$ cat src/rtl/irq_ctl_pkg.sv
package irq_ctl_pkg;

    typedef enum logic [1:0] {
        ST_IDLE  = 2'd0,
        ST_RAISE = 2'd1,
        ST_GRANT = 2'd2
    } irq_state_e;

    typedef enum logic [1:0] {
        CFG_MASK = 2'd0,
        CFG_MODE = 2'd1,
        CFG_BASE = 2'd2,
        CFG_CMD  = 2'd3
    } cfg_addr_e;

    typedef struct packed {
        logic auto_eoi;
        logic rotate;
        logic level;
    } mode_t;

endpackage

$ cat src/rtl/irq_req_capture.sv
module irq_req_capture #(
    parameter int NUM_LINES = 8
) (
    input  logic                 clk,
    input  logic                 rst_n,
    input  logic [NUM_LINES-1:0] req_i,
    input  logic                 level_i,
    input  logic [NUM_LINES-1:0] clear_i,
    output logic [NUM_LINES-1:0] irr_o
);

    logic [NUM_LINES-1:0] prev_q;
    logic [NUM_LINES-1:0] irr_q;

    always_ff @(posedge clk) begin
        if (!rst_n) begin
            prev_q <= '0;
            irr_q  <= '0;
        end else begin
            prev_q <= req_i;
            if (level_i) begin
                irr_q <= req_i;
            end else begin
                irr_q <= (irr_q & ~clear_i) | (req_i & ~prev_q);
            end
        end
    end

    assign irr_o = irr_q;

    // in edge mode a pending bit only leaves on a grant
    a_r2_edge_hold: assert property (@(posedge clk) disable iff (!rst_n)
        (!level_i && (clear_i == '0)) |=> ((irr_q | ~$past(irr_q)) == '1));

    // in level mode the pending bits track the sampled inputs
    a_r3_level_follow: assert property (@(posedge clk) disable iff (!rst_n)
        level_i |=> (irr_q == $past(req_i)));

endmodule

$ cat src/rtl/irq_prio_pick.sv
module irq_prio_pick #(
    parameter int NUM_LINES = 8,
    parameter int IDX_W     = 3
) (
    input  logic [NUM_LINES-1:0] bits_i,
    input  logic [IDX_W-1:0]     top_i,
    output logic                 found_o,
    output logic [IDX_W-1:0]     idx_o,
    output logic [IDX_W-1:0]     rank_o
);

    logic [IDX_W-1:0] pos;

    always_comb begin
        found_o = 1'b0;
        idx_o   = '0;
        rank_o  = '0;
        pos     = '0;
        for (int k = NUM_LINES - 1; k >= 0; k--) begin
            pos = top_i + IDX_W'(k);
            if (bits_i[pos]) begin
                found_o = 1'b1;
                idx_o   = pos;
                rank_o  = IDX_W'(k);
            end
        end
    end

endmodule

$ cat src/rtl/irq_ctl.sv
module irq_ctl
    import irq_ctl_pkg::*;
#(
    parameter int NUM_LINES = 8,
    parameter int VEC_W     = 8
) (
    input  logic                 clk,
    input  logic                 rst_n,
    input  logic [NUM_LINES-1:0] req_i,
    input  logic                 cfg_we_i,
    input  logic [1:0]           cfg_addr_i,
    input  logic [7:0]           cfg_wdata_i,
    input  logic                 ack_i,
    output logic                 irq_o,
    output logic                 vec_valid_o,
    output logic [VEC_W-1:0]     vec_o
);

    localparam int IDX_W  = $clog2(NUM_LINES);
    localparam int BASE_W = VEC_W - IDX_W;
    localparam logic [IDX_W-1:0] LAST_LINE = IDX_W'(NUM_LINES - 1);

    irq_state_e           state_q, state_n;
    logic [NUM_LINES-1:0] imr_q, isr_q, isr_n, irr, grant_clr;
    mode_t                mode_q;
    logic [BASE_W-1:0]    base_q;
    logic [IDX_W-1:0]     lo_ptr_q, top_hi;
    logic [VEC_W-1:0]     vec_q;

    logic                 p_found, s_found;
    logic [IDX_W-1:0]     p_idx, p_rank, s_idx, s_rank;
    logic                 raise_c, take_c, eoi_c;

    irq_req_capture #(.NUM_LINES(NUM_LINES)) u_capture (
        .clk     (clk),
        .rst_n   (rst_n),
        .req_i   (req_i),
        .level_i (mode_q.level),
        .clear_i (grant_clr),
        .irr_o   (irr)
    );

    assign top_hi = mode_q.rotate ? (lo_ptr_q + 1'b1) : '0;

    irq_prio_pick #(.NUM_LINES(NUM_LINES), .IDX_W(IDX_W)) u_pick_pend (
        .bits_i  (irr & ~imr_q),
        .top_i   (top_hi),
        .found_o (p_found),
        .idx_o   (p_idx),
        .rank_o  (p_rank)
    );

    irq_prio_pick #(.NUM_LINES(NUM_LINES), .IDX_W(IDX_W)) u_pick_isr (
        .bits_i  (isr_q),
        .top_i   (top_hi),
        .found_o (s_found),
        .idx_o   (s_idx),
        .rank_o  (s_rank)
    );

    assign raise_c   = p_found && (!s_found || (p_rank < s_rank));
    assign take_c    = ack_i && raise_c;
    assign eoi_c     = cfg_we_i && (cfg_addr_e'(cfg_addr_i) == CFG_CMD) && cfg_wdata_i[0];
    assign grant_clr = take_c ? (NUM_LINES'(1) << p_idx) : '0;

    always_comb begin
        isr_n = isr_q;
        if (eoi_c && s_found) begin
            isr_n = isr_n & ~(NUM_LINES'(1) << s_idx);
        end
        if (take_c && !mode_q.auto_eoi) begin
            isr_n = isr_n | (NUM_LINES'(1) << p_idx);
        end
    end

    // configuration, service register and rotation pointer
    always_ff @(posedge clk) begin
        if (!rst_n) begin
            imr_q    <= '0;
            mode_q   <= '0;
            base_q   <= '0;
            isr_q    <= '0;
            lo_ptr_q <= LAST_LINE;
            vec_q    <= '0;
        end else begin
            isr_q <= isr_n;
            if (cfg_we_i) begin
                unique case (cfg_addr_e'(cfg_addr_i))
                    CFG_MASK: imr_q  <= cfg_wdata_i[NUM_LINES-1:0];
                    CFG_MODE: mode_q <= mode_t'(cfg_wdata_i[2:0]);
                    CFG_BASE: base_q <= cfg_wdata_i[7:8-BASE_W];
                    CFG_CMD:  ;
                    default:  ;
                endcase
            end
            if (mode_q.rotate) begin
                if (take_c && mode_q.auto_eoi) begin
                    lo_ptr_q <= p_idx;
                end else if (eoi_c && s_found) begin
                    lo_ptr_q <= s_idx;
                end
            end
            if (ack_i) begin
                vec_q <= {base_q, (take_c ? p_idx : LAST_LINE)};
            end
        end
    end

    // state register
    always_ff @(posedge clk) begin
        if (!rst_n) begin
            state_q <= ST_IDLE;
        end else begin
            state_q <= state_n;
        end
    end

    // next state
    always_comb begin
        state_n = state_q;
        unique case (state_q)
            ST_IDLE: begin
                if (ack_i)        state_n = ST_GRANT;
                else if (raise_c) state_n = ST_RAISE;
            end
            ST_RAISE: begin
                if (ack_i)         state_n = ST_GRANT;
                else if (!raise_c) state_n = ST_IDLE;
            end
            ST_GRANT: begin
                if (ack_i)        state_n = ST_GRANT;
                else if (raise_c) state_n = ST_RAISE;
                else              state_n = ST_IDLE;
            end
            default: state_n = ST_IDLE;
        endcase
    end

    // outputs
    always_comb begin
        irq_o       = (state_q == ST_RAISE);
        vec_valid_o = (state_q == ST_GRANT);
        vec_o       = vec_q;
    end

    // interrupt only follows an unmasked pending request
    a_r4_irq_needs_unmasked: assert property (@(posedge clk) disable iff (!rst_n)
        irq_o |-> $past(|(irr & ~imr_q)));

    // a valid vector only follows an acknowledge
    a_r5_vec_after_ack: assert property (@(posedge clk) disable iff (!rst_n)
        vec_valid_o |-> $past(ack_i));

    // automatic end-of-interrupt leaves the service register alone
    a_r8_auto_no_isr: assert property (@(posedge clk) disable iff (!rst_n)
        (ack_i && mode_q.auto_eoi && !eoi_c) |=> $stable(isr_q));

    // a spurious acknowledge sets no service bit
    a_r10_spurious_no_isr: assert property (@(posedge clk) disable iff (!rst_n)
        (ack_i && !raise_c && !eoi_c) |=> $stable(isr_q));

endmodule

$ cat config.mk
export PLATFORM = sky130hd
export DESIGN_NAME = irq_ctl
export DESIGN_NICKNAME = d
export VERILOG_FILES = /design/src/rtl/irq_ctl_pkg.sv /design/src/rtl/irq_req_capture.sv /design/src/rtl/irq_prio_pick.sv /design/src/rtl/irq_ctl.sv
export SDC_FILE = /design/constraint.sdc
export NUM_CORES = 1
export LEC_CHECK = 0
export BUFFER_PORTS_ARGS = -buffer_cell sky130_fd_sc_hd__buf_2
export CORE_AREA = 2 2 84 86
export DETAILED_ROUTE_END_ITERATION = 8
export DIE_AREA = 0 0 86 88
export PLACE_DENSITY = 0.86
export SETUP_SLACK_MARGIN = 0.15
export SLEW_MARGIN = 15
export SYNTH_ARGS = -nofsm -noshare
export SYNTH_HDL_FRONTEND = slang
export SYNTH_SLANG_ARGS = --single-unit
$ cat constraint.sdc
create_clock -name clk -period 5.3 [get_ports clk]
set_input_delay 0.265 -clock clk [delete_from_list [all_inputs] [get_ports clk]]
set_output_delay 0.265 -clock clk [all_outputs]
set_load 0.005 [all_outputs]
==> results.py, run 1 <==
metrics = {
    "run_status": {
        "status": "complete, no violations",
    },
    "timing": {
        "slew_headroom_pct": 45.8,
        "tns_ns": 0,
        "finalSetupViolCount": 0,
        "period_share_pct": 87.3,
        "rsz0062_at_grt": "no",
        "tightest_slew_ns": 0.812,
        "period_needed_ns": 4.63,
        "max_freq_mhz": 216,
        "hold_viol": 0,
        "slew_viol_final": 0,
        "clock_skew_ns": 0.0129,
    },
    "pwr": {
        "power_mw": 1.15,
        "ir_drop_mv": 0.261,
        "power_leakage_nw": 1.73,
        "power_density_nw_per_um2": 271,
    },
    "setup_path": {
        "cp_slowest_cell": "dfxtp_1",
        "crit_buf_inv": 0,
        "cp_slowest_stage_delay_ns": 0.86,
        "crit_path_end_kind": "register",
        "start_kind": "register",
        "crit_family": "compound AO/OA/AOI/OAI gates",
        "path_class": "register to register",
        "path_max_fanout": 27,
        "crit_chain": "nand2b_1 -> a211oi_1 -> o21ai_1 -> a21boi_1 -> or4b_4 -> nor2b_1 -> ha_1 -> a21o_1 -> nand2_1 -> and3b_1 -> o21ai_0 -> a221o_1",
        "required_ns": 5.51,
        "critPathArrivalTime_ns": 4.84,
    },
    "synth": {
        "ys_ff_latch": 53,
        "syn_nets": 483,
        "yosysWarnings": 0,
        "syn_avg_cell_area_um2": 8.67,
        "synth_area_um2": 3970,
        "synth.distinct_cells": 77,
        "synth-edff-count": 0,
        "synthCells": 458,
        "ys_seq_area_share_pct": 26.7,
        "synth_top_flop_cell": "dfxtp_1",
        "synthArstFlopShare_pct": 0,
    },
    "cells_and_area": {
        "diodes": 0,
        "final_cell_area_um2": 4230,
        "drive_gt1_share_pct": 17.6,
        "area_growth_pct": 6.43,
        "layout.nets": 500,
        "fillCellCount": 526,
        "final_core_util_pct": 63.6,
        "fin_cells": 556,
    },
    "clock_tree": {
        "cts_htree_levels": 2,
        "clock_path_buffers": 2,
        "clk_pin_slew_worst_paths_ns": 0.10,
        "cts_root_buffer": "clkbuf_8",
        "cts_tree": "built",
        "worst_skew_pair.late_latency_ns": 0.31,
        "cts_resized": 0,
        "numClockSinks": 53,
        "post_cts_buffers": 0,
        "numCtsBuffers": 5,
        "hold_buffers": 0,
    },
    "global_route": {
        "grt_pass1_vias": 3613,
        "grt.total_usage_pct": 28.6,
        "grt_max_degree": 28,
        "grt.overflow.total": 0,
        "grt_pass1_wl_mm": 17.1,
        "grt_antenna_before_repair": 0,
    },
    "job": {
        "drv_cap": 0,
    },
    "die": {
        "die_w_um": 86,
        "core_um2": 6640,
        "die_h_um": 88,
        "io_pins": 32,
        "placementRows": 30,
        "die_area_um2": 7570,
        "initial_utilization_pct": 59.8,
    },
    "route": {
        "drcViolationCount": 0,
        "ant_nets": 0,
        "first_iter_violations": 326,
        "vias": 3808,
        "viasPerCell": 6.85,
        "totalWireLength_mm": 10.7,
        "wl_per_cell_um": 19.2,
        "first_pass_iters": 5,
    },
    "place": {
        "dpl_cell_area_um2": 4110,
        "gp_congestion": 0.938,
        "dp_hpwl_mm": 8.17,
        "io_buffers": 31,
        "numPlacedInstances": 548,
    },
    "worst_hold_path": {
        "hold_path_class": "input port to register",
    },
}
-- placed cells by master, fill, tap and decap left out, types with 3 or more instances in the layout --
| cell | instances |
|---|---|
| a211oi_2 | 4 |
| a21oi_2 | 4 |
| a211oi_1 | 14 |
| buf_2 | 31 |
| nor4b_1 | 3 |
| a22oi_1 | 4 |
| nor3b_1 | 4 |
| nor4_1 | 6 |
| a221oi_1 | 3 |
| or3_1 | 6 |
| nor2b_1 | 9 |
| nand3_1 | 5 |
| nand3b_1 | 5 |
| and2_1 | 11 |
| or2_2 | 3 |
| nand4_1 | 3 |
| or3b_1 | 3 |
| o21ai_0 | 20 |
| mux2_2 | 8 |
| mux2i_1 | 43 |
| nor2_1 | 46 |
| a32o_1 | 11 |
| buf_4 | 4 |
| nand2_1 | 33 |
| clkbuf_8 | 5 |
| dfxtp_1 | 53 |
| inv_1 | 8 |
| nand2b_1 | 17 |
| a21oi_1 | 17 |
| mux4_2 | 8 |
| a31oi_1 | 4 |
| nor3_1 | 13 |
| ha_1 | 3 |
| o21ai_1 | 4 |
| and3b_1 | 5 |
-- logic make-up (layout without fill, tap and decap cells) --
group	after synthesis	in the layout	synth area share, %
AND/OR/NAND/NOR	189	189	26.7
AO/OA/AOI/OAI	115	115	21.9
multiplexers	61	61	18.2
flip-flops	53	53	26.7
buffers and inverters	34	52	4.44
adder cells (fa/ha/maj)	3	3	0.945
XOR/XNOR	3	3	1.04
-- layer usage --
metal | wire (um) | track usage, % | vias up
met1 | 4420 | 36.5 | 1778
met5 | 0 | 0 | -
li1 | - | - | 1766
met4 | 345 | 12.1 | 0
met2 | 5010 | 48.1 | 226
met3 | 903 | 4.71 | 38
-- sequential cells by signal, summed over array words and instances (netlist names) --
signal and count:
imr_q 8, lo_ptr_q 3, u_capture.prev_q 8, base_q 5, vec_o 8, u_capture.irr_o 8
isr_q 8, state_q 2, mode_q 3
-- through the flow --
stage,hold WS (ns),setup slack (ns)
floorplan,0.403,1.50
global placement,0.457,0.976
detailed placement,0.463,0.827
CTS,0.173,0.807
global route,0.182,0.386
finish,0.177,0.673
-- Yosys cell counts (9+ instances only) --
master,instances,area [um^2]
nor2_1,46,173
mux2i_1,43,430
nand2b_1,17,106
o21ai_0,20,100
a21oi_1,17,85.1
nand2_1,33,124
nor2b_1,9,56.3
nor3_1,13,65.1
and2_1,11,68.8
a211oi_1,14,105
a32o_1,11,110
dfxtp_1,53,1060
-- final cells by class --
class	count	area [um^2]	area share (%)
tap	80	100	2.37
sequential	53	1060	25.1
timing repair buffer	35	185	4.38
inverter	9	33.8	0.799
clock buffer	5	68.8	1.63
multi-input combinational	371	2730	64.7
clock inverter	3	43.8	1.04
-- final timing paths --
| path | start | endpoint | slack, ns | cells past startpoint |
|---|---|---|---|---|
| min | req_i[7] | u_capture.prev_q[7] | 0.18 | 2 |
| min reg2reg | u_capture.irr_o[4] | u_capture.irr_o[4] | 0.48 | 2 |
| max reg2reg | mode_q[1] | lo_ptr_q[2] | 0.67 | 12 |
| max | mode_q[1] | lo_ptr_q[2] | 0.67 | 12 |
-- power by group --
| group | switching, mW | internal, mW |
|---|---|---|
| clock | 0.132 | 0.142 |
| sequential | 0.0279 | 0.429 |
| combinational | 0.252 | 0.163 |
| total | 0.412 | 0.733 |
Power figures use the tool's default switching activity.
==> run 2, diff against run 1 <==
- ABC_AREA: unset -> 1
- CORE_AREA: 2 2 84 86 -> 2 2 80 82
- DIE_AREA: 0 0 86 88 -> 0 0 82 84
- PLACE_DENSITY: 0.86 -> 0.84
==> run 2 against run 1 <==
Effect of this change: area after synthesis is 12% lower; count of clock-buffer cells in the layout is 1 higher; hold slack worse by 0.027 ns; critical endpoint unchanged; sequential share of layout area is 2.9 points higher; sequential cell count stayed put; sequential power is 2% lower; final area is 10% lower; critical path type unchanged; fmax is 24% higher; core utilization is 1.5 points lower.
==> results.py, run 2 <==
metrics = {
    "synth": {
        "yosysTopAreaCell": "dfxtp_1",
        "synth_top_area_share_pct": 30.4,
        "yosysWarnings": 0,
        "syn_avg_cell_area_um2": 5.91,
        "synth.distinct_cells": 36,
        "synthCells": 592,
        "synth_compound_area_share_pct": 15.0,
        "synthSimpleGateAreaFrac_pct": 42.7,
        "synth_top_family_by_area": "simple AND/OR/NAND/NOR gates",
        "syn_nets": 617,
        "synth-edff-count": 0,
        "synth.most_common_cell": "nand2_1",
        "synth-xor-area-share_pct": 0,
        "synth.area.mux_share_pct": 0,
        "ys_seq_area_share_pct": 30.4,
        "synth_area_um2": 3500,
        "ys_ff_latch": 53,
        "synth-adder-area-share_pct": 1.07,
        "synthArstFlopShare_pct": 0,
        "synth_top_flop_cell": "dfxtp_1",
        "ys_top_cells_by_area": "dfxtp_1 (30%), nand2_1 (21%), nand3_1 (9.0%)",
        "ys_top_cells_by_count": "nand2_1 (200), inv_1 (69), nand3_1 (63)",
    },
    "setup_path": {
        "start_kind": "register",
        "rr_worst_depth": 18,
        "ff2ff_setup_slack_ns": 1.57,
        "path_max_fanout": 17,
        "path_class": "register to register",
        "crit_buf_inv": 2,
        "crit_chain": "nand2_1 -> inv_2 -> nand2_1 -> nand2_1 -> a21oi_1 -> nor2_1 -> inv_1 -> nor2_1 -> nand3_1 -> ha_1 -> a21oi_1 -> nand2_1 -> nand2_2 -> nand4_2 -> nand2_1 -> nand2_1 -> nand2_1 -> nand3_1",
        "cp_slowest_stage_delay_ns": 0.68,
        "crit_top_cell": "nand2_1",
        "rr_endpoint": "lo_ptr_q[2]",
        "required_ns": 5.47,
        "cp_slowest_cell": "dfxtp_1",
        "crit_family": "simple AND/OR/NAND/NOR gates",
        "r2r_start": "mode_q[1]",
        "critPathArrivalTime_ns": 3.90,
        "crit_path_end_kind": "register",
    },
    "timing": {
        "tns_ns": 0,
        "slew_viol_final": 0,
        "max_freq_mhz": 268,
        "period_share_pct": 70.4,
        "rsz0062_at_grt": "no",
        "finalSetupViolCount": 0,
        "hold_viol": 0,
        "slew_headroom_pct": 42.1,
        "clock_skew_ns": 0.00703,
        "period_needed_ns": 3.73,
        "tightest_slew_ns": 0.860,
    },
    "route": {
        "vias": 3879,
        "viasPerCell": 5.58,
        "wl_per_cell_um": 13.5,
        "totalWireLength_mm": 9.39,
        "first_iter_violations": 291,
        "ant_nets": 0,
        "first_pass_iters": 9,
        "drcViolationCount": 0,
    },
    "worst_hold_path": {
        "hold_end": "u_capture.prev_q[3]",
        "worstHoldStart": "req_i[3]",
        "hold_path_class": "input port to register",
        "worstHoldPathCells": 3,
    },
    "pwr": {
        "power_leakage_nw": 1.96,
        "ir_drop_mv": 0.269,
        "power_density_nw_per_um2": 303,
    },
    "die": {
        "io_pins": 32,
        "die_h_um": 84,
        "placementRows": 29,
        "die_area_um2": 6890,
        "initial_utilization_pct": 57.3,
        "core_um2": 6100,
        "die_w_um": 82,
    },
    "clock_tree": {
        "cts_htree_levels": 2,
        "numClockSinks": 53,
        "clk_pin_slew_worst_paths_ns": 0.09,
        "cts_resized": 0,
        "numCtsBuffers": 5,
        "cts_root_buffer": "clkbuf_8",
        "cts_tree": "built",
        "hold_buffers": 0,
        "worst_skew_pair.late_latency_ns": 0.31,
        "post_cts_buffers": 0,
        "clock_path_buffers": 2,
    },
    "place": {
        "io_buffers": 31,
        "gp_congestion": 0.929,
        "dp_hpwl_mm": 7.56,
        "dpl_cell_area_um2": 3680,
    },
    "global_route": {
        "grt.total_usage_pct": 29.1,
        "grt.overflow.total": 0,
        "grt_pass1_wl_mm": 15.8,
        "grt_antenna_before_repair": 0,
        "grt_max_degree": 37,
        "grt_pass1_vias": 3533,
    },
    "cells_and_area": {
        "final_cell_mix": "nand2_1 (200), inv_1 (69), nand3_1 (63)",
        "final_cell_area_um2": 3790,
        "drive_gt1_share_pct": 11.5,
        "diodes": 0,
        "layout_commonest_cell": "nand2_1",
        "area_growth_pct": 8.37,
        "layout.nets": 642,
        "final_core_util_pct": 62.2,
    },
    "job": {
        "drv_cap": 0,
    },
    "run_status": {
        "status": "complete, no violations",
    },
}
[run 2: changes by cell type in the layout (fill, tap and decap cells not counted), sizes merged, moves of 11 or more]
| cell | delta |
|---|---|
| inv | +69 |
| a211oi | -18 |
| o21ai | +22 |
| a32o | -11 |
| a21oi | +15 |
| nor2 | +14 |
| nand2 | +174 |
| nand3 | +58 |
| nand2b | -17 |
| mux2i | -43 |
[run 2: how the worst max path moves through the flow]
| stage | start | endpoint | depth (start not counted) |
|---|---|---|---|
| after global placement | mode_q[1] | vec_o[1] | 16 |
| final | mode_q[1] | lo_ptr_q[2] | 18 |
| after global routing | mode_q[1] | lo_ptr_q[2] | 20 |
| after detailed placement | mode_q[1] | u_capture.irr_o[6] | 16 |
| after floorplan | lo_ptr_q[0] | u_capture.irr_o[6] | 17 |
| after CTS | mode_q[1] | lo_ptr_q[2] | 18 |
[run 2: per-layer routing]
metal	vias up	part of all wire (%)	GRT usage, %
met5	-	0	0
met4	0	2.6	10.6
met3	26	6.5	3.25
met2	167	49	48.0
met1	1749	42	38.6
li1	1937	-	-
[run 2: through the flow]
| stage | setup slack (ns) | cells | hold WS, ns | total power, mW |
|---|---|---|---|---|
| 2_1_floorplan | 2.45 | 592 | 0.377 | 0.772 |
| 3_5_place_dp | 1.73 | 687 | 0.449 | 0.874 |
| 3_3_place_gp | 1.77 | 687 | 0.440 | 0.867 |
| 5_1_grt | 1.23 | 695 | 0.163 | 1.22 |
| 4_1_cts | 1.69 | 695 | 0.154 | 1.14 |
| 6_report | 1.57 | 695 | 0.150 | 1.15 |
[run 2: cells by family after synthesis]
family	after synthesis
AOI/OAI and AO/OA	93
buffers and inverters	95
adders and majority gates	3
DFF	53
and+or+nand+nor	348
[run 2: final cells by class]
type	count	area, um^2
clock inverters	2	38.8
clock buffers	6	72.6
inverters	82	309
repair buffers	31	155
flip-flops and latches	53	1060
multi-input cells	444	2060
fillers	584	2310
well taps	77	96.3
[run 2: power breakdown]
part	internal (mW)	switching [mW]	leakage (nW)
Clock	0.142	0.130	0.0554
Combinational	0.133	0.296	1.47
Sequential	0.430	0.0174	0.436
[run 2: worst register-to-register path, stage by stage, from the launching register on]
cell     delay, ns
dfxtp_1       0.68
nand2_1       0.39
inv_2         0.37
nand2_1       0.09
nand2_1       0.13
a21oi_1       0.10
nor2_1        0.24
inv_1         0.10
nor2_1        0.19
nand3_1       0.12
ha_1          0.30
a21oi_1       0.15
nand2_1       0.11
nand2_2       0.12
nand4_2       0.15
nand2_1       0.10
nand2_1       0.09
nand2_1       0.10
nand3_1       0.08
==> run 3, diff against run 2 <==
- ABC_AREA: 1 -> 0
- CORE_AREA: 2 2 80 82 -> 2 2 84 86
- DIE_AREA: 0 0 82 84 -> 0 0 86 88
- PLACE_DENSITY: 0.84 -> 0.86
- clock period: 5.3 -> 3.5 ns (I/O delays scaled with it)
==> run 3 against run 2 <==
Effect of this change: the flow now finishes with violations (negative setup slack); sequential share of layout area shrank 8.4 points; wire length grew 71%; combinational power increased by 150%; final area up 44%; sequential cell count did not move; setup slack got worse by 1.9 ns; critical path type unchanged; highest routed layer unchanged.
==> results.py, run 3 (synthesized netlist as in run 1, its figures left out) <==
metrics = {
    "run_status": {
        "status": "finished, violations left",
        "violations": "negative setup slack",
    },
    "cells_and_area": {
        "layout_commonest_cell": "buf_4",
        "final_cell_area_um2": 5440,
        "final_core_util_pct": 81.9,
        "layout.nets": 599,
        "multi_input_area_um2": 3190,
        "drive_gt1_share_pct": 41.2,
        "seqCellArea_um2": 1070,
        "fillCellCount": 321,
        "final_cell_mix": "buf_4 (93), dfxtp_1 (50), nor2_1 (43)",
        "area_growth_pct": 37.1,
        "diodes": 0,
    },
    "clock_tree": {
        "hold_buffers": 0,
        "numCtsBuffers": 5,
        "cts_root_buffer": "clkbuf_8",
        "clk_pin_slew_worst_paths_ns": 0.10,
        "numClockSinks": 53,
        "worst_skew_pair.late_latency_ns": 0.32,
        "clock_path_buffers": 2,
        "cts_tree": "built",
        "cts_htree_levels": 2,
    },
    "global_route": {
        "grt.total_usage_pct": 37.0,
        "grt_pass1_vias": 4355,
        "grt.overflow.total": 0,
        "grt_antenna_before_repair": 0,
        "grt_pass1_wl_mm": 21.9,
        "grt_max_degree": 26,
    },
    "timing": {
        "hold_slack_ns": 0.0796,
        "hold_viol": 0,
        "rsz0062_at_grt": "yes",
        "slew_viol_final": 0,
        "max_freq_mhz": 264,
        "finalSetupViolCount": 20,
        "period_share_pct": 108,
        "period_needed_ns": 3.78,
        "slew_headroom_pct": 40.8,
        "tns_ns": -4.04,
        "tightest_slew_ns": 0.881,
        "fin_ws_ns": -0.284,
        "clock_skew_ns": 0.0101,
    },
    "setup_path": {
        "start_kind": "register",
        "rr_endpoint": "lo_ptr_q[2]",
        "path_max_fanout": 6,
        "crit_path_end_kind": "register",
        "path_class": "register to register",
        "rr_worst_depth": 13,
        "critPathArrivalTime_ns": 3.99,
        "required_ns": 3.70,
        "ff2ff_setup_slack_ns": -0.28,
        "r2r_start": "lo_ptr_q[0]",
    },
    "place": {
        "dpl_cell_area_um2": 4790,
        "gp_congestion": 1.03,
        "io_buffers": 31,
        "dp_hpwl_mm": 9.93,
    },
    "route": {
        "vias": 4773,
        "totalWireLength_mm": 16.0,
        "ant_nets": 0,
        "first_pass_iters": 6,
        "drcViolationCount": 0,
        "first_iter_violations": 632,
        "wl_per_cell_um": 24.5,
        "viasPerCell": 7.29,
    },
    "die": {
        "core_um2": 6640,
        "die_area_um2": 7570,
        "placementRows": 30,
        "die_w_um": 86,
        "die_h_um": 88,
        "initial_utilization_pct": 59.8,
        "io_pins": 32,
    },
    "pwr": {
        "power_leakage_nw": 2.34,
        "ir_drop_mv": 0.437,
        "power_density_nw_per_um2": 389,
    },
    "worst_hold_path": {
        "worstHoldStart": "req_i[5]",
        "hold_end": "u_capture.prev_q[5]",
        "worstHoldPathCells": 2,
        "hold_path_class": "input port to register",
    },
    "job": {
        "drv_cap": 0,
    },
}
## run 3: changes by cell type in the layout (fill, tap and decap cells not counted), sizes merged, moves of 22 or more
cell	before	now
nand2	209	35
buf	31	132
inv	79	10
nand3	64	7
mux2i	0	43
o21ai	46	24
## run 3: per-stage QoR
step                      power (mW)  setup WS [ns]  instances
after floorplan                 1.17         0.0528        458
after global placement          1.43        -0.0703        624
after detailed placement        1.46         -0.157        624
after CTS                       1.91       -0.00117        643
after global routing            2.16         -0.325        655
final                           2.12         -0.284        655
## run 3: critical path: stages (launching register included)
cell      delay (ns)
dfxtp_4         0.39
ha_4            0.31
xor3_2          0.41
a221oi_1        0.41
a211oi_2        0.11
nor3_1          0.25
nand4_1         0.19
nor2b_1         0.26
ha_4            0.26
a21o_1          0.19
nand2_2         0.11
and3b_2         0.26
o21ai_1         0.12
a221o_1         0.38
## run 3: where the power goes
group          switching, mW  internal [mW]  leakage (nW)
clock network          0.209          0.143        0.0456
registers             0.0475          0.648         0.435
logic                  0.593          0.475          1.86
## run 3: layout make-up
class                           count  share of cell area [%]
Multi-Input combinational cell    373                    58.6
Sequential cell                    53                    19.7
Timing Repair Buffer              132                    17.7
Tap cell                           80                    1.84
Clock buffer                        6                    1.33
Inverter                            9                   0.621
Clock inverter                      2                   0.253
## run 3: worst max path at each step
stage                start            endpoint  slack, ns  cells after the start
6_report       lo_ptr_q[0]         lo_ptr_q[2]      -0.28                     13
5_1_grt        lo_ptr_q[0]         lo_ptr_q[2]      -0.32                     13
4_1_cts          mode_q[1]         lo_ptr_q[1]     -0.001                     12
3_5_place_dp     mode_q[1]  u_capture.irr_o[0]      -0.16                     14
3_3_place_gp     mode_q[1]  u_capture.irr_o[3]      -0.07                     14
2_1_floorplan  lo_ptr_q[0]  u_capture.irr_o[0]       0.05                     14
## run 3: what timing repair did
item	4_1_cts	5_1_grt
endpoints found under the hold margin	0	0
pin swaps	17	18
resized for setup	41	32
cloned	0	2
endpoints found under the setup margin	20	23
buffers inserted	11	10
## run 3: per-layer routing
layer | GRT usage [%] | share of wire [%] | wire length, um | vias to the layer above
met5 | 0 | 0 | 0 | -
met4 | 17.9 | 7.9 | 1260 | 0
met3 | 4.52 | 11 | 1790 | 147
met2 | 63.5 | 45 | 7290 | 455
met1 | 46.1 | 36 | 5700 | 2214
li1 | - | - | - | 1957
